===== config.mk =====
export PLATFORM = sky130hd
export DESIGN_NAME = pport_top
export DESIGN_NICKNAME = d
export VERILOG_FILES = /design/src/rtl/pport_pkg.sv /design/src/rtl/pport_sync.sv /design/src/rtl/pport_match.sv /design/src/rtl/pport_top.sv
export SDC_FILE = /design/constraint.sdc
export NUM_CORES = 1
export LEC_CHECK = 0
export BUFFER_PORTS_ARGS = -buffer_cell sky130_fd_sc_hd__clkbuf_2
export CORE_MARGIN = 2
export CORE_UTILIZATION = 51
export DETAILED_ROUTE_END_ITERATION = 12
export PLACE_DENSITY_LB_ADDON = 0.25
export SLEW_MARGIN = 20
export SYNTH_ARGS = -nofsm -noshare
export SYNTH_HDL_FRONTEND = slang
export SYNTH_HIERARCHICAL = 1
export SYNTH_SLANG_ARGS = --single-unit

===== constraint.sdc =====
create_clock -name clk -period 4.5 [get_ports clk]
set_input_delay 0.225 -clock clk [delete_from_list [all_inputs] [get_ports clk]]
set_output_delay 0.225 -clock clk [all_outputs]
set_load 0.02 [all_outputs]

===== src/rtl/pport_pkg.sv =====
package pport_pkg;
    localparam int AW = 3;

    typedef enum logic [AW-1:0] {
        A_DATA = 3'd0,
        A_CSR  = 3'd1,
        A_DPOL = 3'd2,
        A_DIR  = 3'd3,
        A_SPEC = 3'd4,
        A_PPOL = 3'd5,
        A_PTRN = 3'd6,
        A_PMSK = 3'd7
    } reg_addr_e;
endpackage


===== src/rtl/pport_sync.sv =====
module pport_sync #(
    parameter int W = 8
) (
    input  logic         clk,
    input  logic         rst_n,
    input  logic [W-1:0] din,
    output logic [W-1:0] dout
);
    typedef struct packed {
        logic [W-1:0] s1;
        logic [W-1:0] s2;
    } sync_t;

    sync_t st_d, st_q;

    always_comb begin
        st_d    = st_q;
        st_d.s1 = din;
        st_d.s2 = st_q.s1;
    end

    always_ff @(posedge clk or negedge rst_n) begin
        if (!rst_n) st_q <= '0;
        else        st_q <= st_d;
    end

    assign dout = st_q.s2;
endmodule


===== src/rtl/pport_match.sv =====
module pport_match #(
    parameter int W = 8
) (
    input  logic [W-1:0] cur_v,
    input  logic [W-1:0] prev_v,
    input  logic [W-1:0] tgt_pol,
    input  logic [W-1:0] msk,
    input  logic [W-1:0] trn,
    output logic         hit
);
    logic [W-1:0] bit_ok;

    for (genvar i = 0; i < W; i++) begin : g_bit
        always_comb begin
            unique case ({msk[i], trn[i]})
                2'b00:   bit_ok[i] = 1'b1;
                2'b01:   bit_ok[i] = cur_v[i] ^ prev_v[i];
                2'b10:   bit_ok[i] = (cur_v[i] == tgt_pol[i]);
                default: bit_ok[i] = (cur_v[i] == tgt_pol[i]) && (prev_v[i] != tgt_pol[i]);
            endcase
        end
    end

    assign hit = (|(msk | trn)) && (&bit_ok);
endmodule


===== src/rtl/pport_top.sv =====
module pport_top
    import pport_pkg::*;
#(
    parameter int W = 8
) (
    input  logic          clk,
    input  logic          rst_n,
    input  logic          wr_en,
    input  logic [AW-1:0] addr,
    input  logic [W-1:0]  wdata,
    output logic [W-1:0]  rdata,
    input  logic [W-1:0]  pin_in,
    output logic [W-1:0]  pin_out,
    output logic [W-1:0]  pin_oe,
    output logic          irq
);
    localparam int PEND_BIT  = W - 1;
    localparam int MATCH_BIT = W - 2;
    localparam int IE_BIT    = 0;

    typedef struct packed {
        logic [W-1:0] dpol;
        logic [W-1:0] dir;
        logic [W-1:0] spec;
        logic [W-1:0] ppol;
        logic [W-1:0] ptrn;
        logic [W-1:0] pmsk;
        logic [W-1:0] hold;
        logic [W-1:0] outr;
        logic [W-1:0] catchr;
        logic [W-1:0] prev;
        logic         ie;
        logic         pend;
        logic         match;
    } port_t;

    port_t st_d, st_q;

    logic [W-1:0] sync_v;
    logic [W-1:0] in_val;
    logic [W-1:0] obs_v;
    logic [W-1:0] lvl;
    logic         hit;
    logic         wr_data;
    logic         wr_csr;

    pport_sync #(.W(W)) u_sync (
        .clk  (clk),
        .rst_n(rst_n),
        .din  (pin_in),
        .dout (sync_v)
    );

    assign in_val  = sync_v ^ st_q.dpol;
    assign obs_v   = (st_q.dir & st_q.outr) | (~st_q.dir & in_val);
    assign wr_data = wr_en && (addr == A_DATA);
    assign wr_csr  = wr_en && (addr == A_CSR);

    pport_match #(.W(W)) u_match (
        .cur_v  (obs_v),
        .prev_v (st_q.prev),
        .tgt_pol(st_q.ppol),
        .msk    (st_q.pmsk),
        .trn    (st_q.ptrn),
        .hit    (hit)
    );

    always_comb begin
        logic [W-1:0] keep;
        logic [W-1:0] rise;
        st_d      = st_q;
        st_d.outr = st_q.hold;
        st_d.prev = obs_v;
        keep      = wr_data ? wdata : '1;
        rise      = in_val & ~st_q.prev;
        st_d.catchr = ((st_q.catchr & keep) | rise) & st_q.spec & ~st_q.dir;
        st_d.match  = hit;
        st_d.pend   = (st_q.pend & ~(wr_csr & wdata[PEND_BIT])) | (hit & ~st_q.match);
        if (wr_en) begin
            unique case (addr)
                A_DATA: st_d.hold = wdata;
                A_CSR:  st_d.ie   = wdata[IE_BIT];
                A_DPOL: st_d.dpol = wdata;
                A_DIR:  st_d.dir  = wdata;
                A_SPEC: st_d.spec = wdata;
                A_PPOL: st_d.ppol = wdata;
                A_PTRN: st_d.ptrn = wdata;
                default: st_d.pmsk = wdata;
            endcase
        end
    end

    always_ff @(posedge clk or negedge rst_n) begin
        if (!rst_n) st_q <= '0;
        else        st_q <= st_d;
    end

    always_comb begin
        rdata = '0;
        unique case (addr)
            A_DATA: rdata = (st_q.dir & st_q.outr) |
                            (~st_q.dir & ((st_q.spec & st_q.catchr) | (~st_q.spec & in_val)));
            A_CSR: begin
                rdata[IE_BIT]    = st_q.ie;
                rdata[MATCH_BIT] = st_q.match;
                rdata[PEND_BIT]  = st_q.pend;
            end
            A_DPOL: rdata = st_q.dpol;
            A_DIR:  rdata = st_q.dir;
            A_SPEC: rdata = st_q.spec;
            A_PPOL: rdata = st_q.ppol;
            A_PTRN: rdata = st_q.ptrn;
            default: rdata = st_q.pmsk;
        endcase
    end

    assign lvl     = st_q.outr ^ st_q.dpol;
    assign pin_oe  = st_q.dir & (~st_q.spec | ~lvl);
    assign pin_out = lvl & st_q.dir & ~st_q.spec;
    assign irq     = st_q.pend & st_q.ie;


    input_no_drive_chk: assert property (@(posedge clk) disable iff (!rst_n)
        (pin_oe & ~st_q.dir) == '0);


    od_never_high_chk: assert property (@(posedge clk) disable iff (!rst_n)
        (pin_out & pin_oe & st_q.spec) == '0);


    catch_hold_chk: assert property (@(posedge clk) disable iff (!rst_n)
        !wr_en |=> ((st_q.catchr & $past(st_q.catchr)) == $past(st_q.catchr)));


    pend_sticky_chk: assert property (@(posedge clk) disable iff (!rst_n)
        (st_q.pend && !(wr_csr && wdata[PEND_BIT])) |=> st_q.pend);


    pend_on_match_chk: assert property (@(posedge clk) disable iff (!rst_n)
        $rose(st_q.pend) |-> (st_q.match && !$past(st_q.match)));
endmodule


==> implementation parameters <==
Parameter                              Value

STA
  Worst-margin pin slew    0.8855 ns
  Normalized max-slew margin    40.85%
  Final count of hold timing violations    0
  Portion of the clock cycle consumed by the worst path in the final layout    52.61%
  Total of endpoints with negative setup slack in the final report    0
  Setup repair after global routing missed its margin    false
  Shortest clock period the worst path allows after layout    2.368 ns
  Setup TNS    0 ns
  Final setup skew    0.009951 ns
  Achievable frequency    422.4 MHz
  Number of max-slew violations in the final report    0

Yosys
  Share of synthesized area spent on multiplexers    17.06%
  Post-synthesis adder-cell area fraction    0%
  Library cells used by synthesis    48
  Ys flop type    sky130_fd_sc_hd__dfrtp_1
  Gate count of the mapped netlist    433
  Main combinational cell family by area after synthesis    multiplexers
  Average footprint of a synthesized cell    11.50 um^2
  Basic-gate share of the synthesized area counting and, or, nand and nor cells    14.65%
  Top cells by area, synth    sky130_fd_sc_hd__dfrtp_1 (50%), sky130_fd_sc_hd__mux2_2 (13%), sky130_fd_sc_hd__xnor2_1 (3.5%), sky130_fd_sc_hd__nand2b_1 (2.3%), sky130_fd_sc_hd__mux2i_1 (2.2%)
  Async set-or-reset flop fraction in the synthesized netlist    100.0%
  Number of synthesized flops with an enable pin    0
  Post-synthesis sequential element count    99
  Register area share after synthesis    49.76%
  Synth warnings    6
  Mapped Area    4979 um^2
  Syn Nets    455
  Compound-gate portion of the synthesized area    10.43%
  Portion of synthesized cell area occupied by the leading cell type    49.76%
  Cell taking the most area after synthesis    sky130_fd_sc_hd__dfrtp_1
  Synth Area in XOR/XNOR    5.278%

Global route
  Initial antenna violation count    0
  Largest net degree at the start of global routing    52
  Via count of the first global-routing pass    3483
  Total global-route track usage    23.39%
  GR Overflow Total    0
  Wire length of the first global-routing pass    18390 um

Layout
  Share of the core filled with cells    58.37%
  Ratio of cells with drive above 1 in the final layout    27.99%
  Commonest non-fill, non-tap cells in the layout    sky130_fd_sc_hd__dfrtp_1 (99), sky130_fd_sc_hd__mux2_2 (59), sky130_fd_sc_hd__clkbuf_2 (45), sky130_fd_sc_hd__nand2_1 (25), sky130_fd_sc_hd__xnor2_1 (20)
  Layout filler cell count    858
  Most frequent standard cell in the layout excluding fill and tap cells    sky130_fd_sc_hd__dfrtp_1
  Synth-to-Final Area Change    13.02%
  Number of nets in the layout    510
  Final antenna diode count    0

Die
  Floorplan die height    102.8 um
  Row count    36
  Effective utilization at floorplan    51.65%
  X dimension of the die    102.8 um
  Area of the core    9639 um^2
  Boundary pin count    47
  Die Area    10570 um^2

Critical path
  Required @ worst endpoint    4.80 ns
  Crit-path max FO    5
  Critical Path Start Type    flop
  Data arrival, critical path    2.66 ns
  Worst Setup End Kind    flop
  Worst path max stage delay    0.44 ns
  Cell breakdown of the critical path    xor2_1, mux2_2, or3b_1, o2111ai_1, and4_1, nand4_1, nor4_2, inv_1, o21ai_0
  Slowest-stage cell, CP    sky130_fd_sc_hd__dfrtp_1
  CP Class    reg -> reg

Clocking
  Clock tree from TritonCTS    yes
  Total clock sinks    99
  Clock tree root buffer cell    sky130_fd_sc_hd__clkbuf_8
  Num CTS Buffers    9
  Clk buf depth    2
  Clock transition time at the flip-flop clock pins of the worst setup and hold paths    0.09 ns
  CTS H-tree lvls    3
  Clock network latency to the later pin of the worst-skew pair    0.37 ns

Power and ir drop
  Power density over cell area    491.8 nW/um^2
  Static leakage    2.420 nW
  Maximum VDD drop    0.2065 mV

Route
  1st-pass router iterations    5
  Post-route ant nets    0
  Vias    3620
  Average wire length per cell after detail routing    18.39 um
  Initial detailed-routing violation count    205
  Remaining routing DRC violations    0
  Routed WL    11510 um
  Average vias per placed instance    5.783

Place
  Routability-driven placement congestion ratio    0.8661
  Hpwl dp    7697 um
  Count of buffers inserted at the top-level ports    46

Hold path
  Worst min-delay path category    in -> reg

Run
  Max-cap viol count    0

Status
  Outcome    completed
-- critical path, delay by kind of cell (launching register included) --
kind	cells	cell delay, ns
XOR/XNOR	1	0.20
AND/OR/NAND/NOR	4	1.00
flip-flops	1	0.44
buffers and inverters	1	0.06
AO/OA/AOI/OAI	2	0.29
multiplexers	1	0.32
-- cell usage after synthesis (all sizes together) (2+ instances only) --
cell type / n
dfrtp: 99
mux2: 64
nand2: 26
xnor2: 20
nand2b: 18
o21ai: 18
nor2: 17
o22ai: 17
inv: 13
nor3: 13
mux2i: 11
buf: 10
xor2: 10
nor3b: 9
o2111ai: 9
a21oi: 8
nand3: 7
nor2b: 7
nor4: 7
o21a: 7
nand3b: 6
clkbuf: 4
o32a: 4
or3b: 4
a211oi: 3
a21o: 3
a221oi: 3
nand4: 3
nand4b: 2
o221ai: 2
or2: 2
-- state kept, by name (all words and copies together) (netlist names) --
signal and cells:
st_d 8, st_q 75, u_sync/dout 8, u_sync/st_d 8
-- logic make-up (layout without fill, tap and decap cells) --
family | Yosys count | after routing
AND/OR/NAND/NOR | 125 | 125
flip-flops | 99 | 99
AO/OA/AOI/OAI | 77 | 77
multiplexers | 75 | 75
XOR/XNOR | 30 | 30
buffers and inverters | 27 | 87
-- path summary, 6_finish.rpt --
kind	cells after the start	slack (ns)	to	startpoint
setup / recovery	9	2.13	st_q[1]	st_q[76]
hold / removal	3	0.18	st_q[61]	wdata[2]
setup reg to reg	9	2.13	st_q[1]	st_q[76]
hold reg to reg	0	0.35	u_sync/dout[3]	u_sync/st_d[3]
max in group asynchronous	3	3.01	st_q[23]	rst_n
min in group asynchronous	2	0.40	u_sync/st_d[2]	rst_n
-- cell type report --
class / instances / area [um^2] / area share (%)
clock buffers: 12 / 155.1 / 2.757
clock inverters: 4 / 72.57 / 1.290
inverters: 13 / 48.80 / 0.8672
multi-input cells: 307 / 2361 / 41.96
flip-flops and latches: 99 / 2477 / 44.03
well taps: 133 / 166.4 / 2.958
repair buffers: 58 / 345.3 / 6.137
-- metrics by stage --
stage | setup WS, ns | power [mW] | hold WS [ns] | cells | cell area (um^2)
final | 2.132 | 2.767 | 0.1798 | 626 | 5627
after floorplan | 2.328 | 1.877 | -0.07059 | 433 | 4979
after global routing | 1.984 | 2.938 | 0.1719 | 626 | 5627
after detailed placement | 2.138 | 2.122 | 0.2896 | 601 | 5309
after global placement | 2.193 | 2.092 | 0.2860 | 601 | 5309
after CTS | 2.120 | 2.785 | 0.1524 | 626 | 5627
-- per-layer routing --
| metal | up-vias | GRT usage (%) | share of wire (%) |
|---|---|---|---|
| li1 | 1688 | - | - |
| met4 | 0 | 7.085 | 1.5 |
| met1 | 1823 | 32.59 | 46 |
| met3 | 17 | 5.627 | 5.3 |
| met5 | - | 0 | 0 |
| met2 | 92 | 36.75 | 47 |
-- where the power goes --
| group | internal [mW] | switching [mW] | leakage (nW) | total, mW |
|---|---|---|---|---|
| clock | 0.343 | 0.303 | 0.113 | 0.646 |
| sequential | 1.07 | 0.214 | 1.20 | 1.28 |
| combinational | 0.412 | 0.429 | 1.11 | 0.841 |
-- what timing repair did --
item | 4_1_cts | 5_1_grt
hold buffers | 9 | 0
setup endpoints to repair | 0 | 0
resized for setup | 0 | 0
hold endpoints to repair | 56 | 0
setup buffers | 0 | 0
Note: power is estimated with default switching activity, not from simulation.
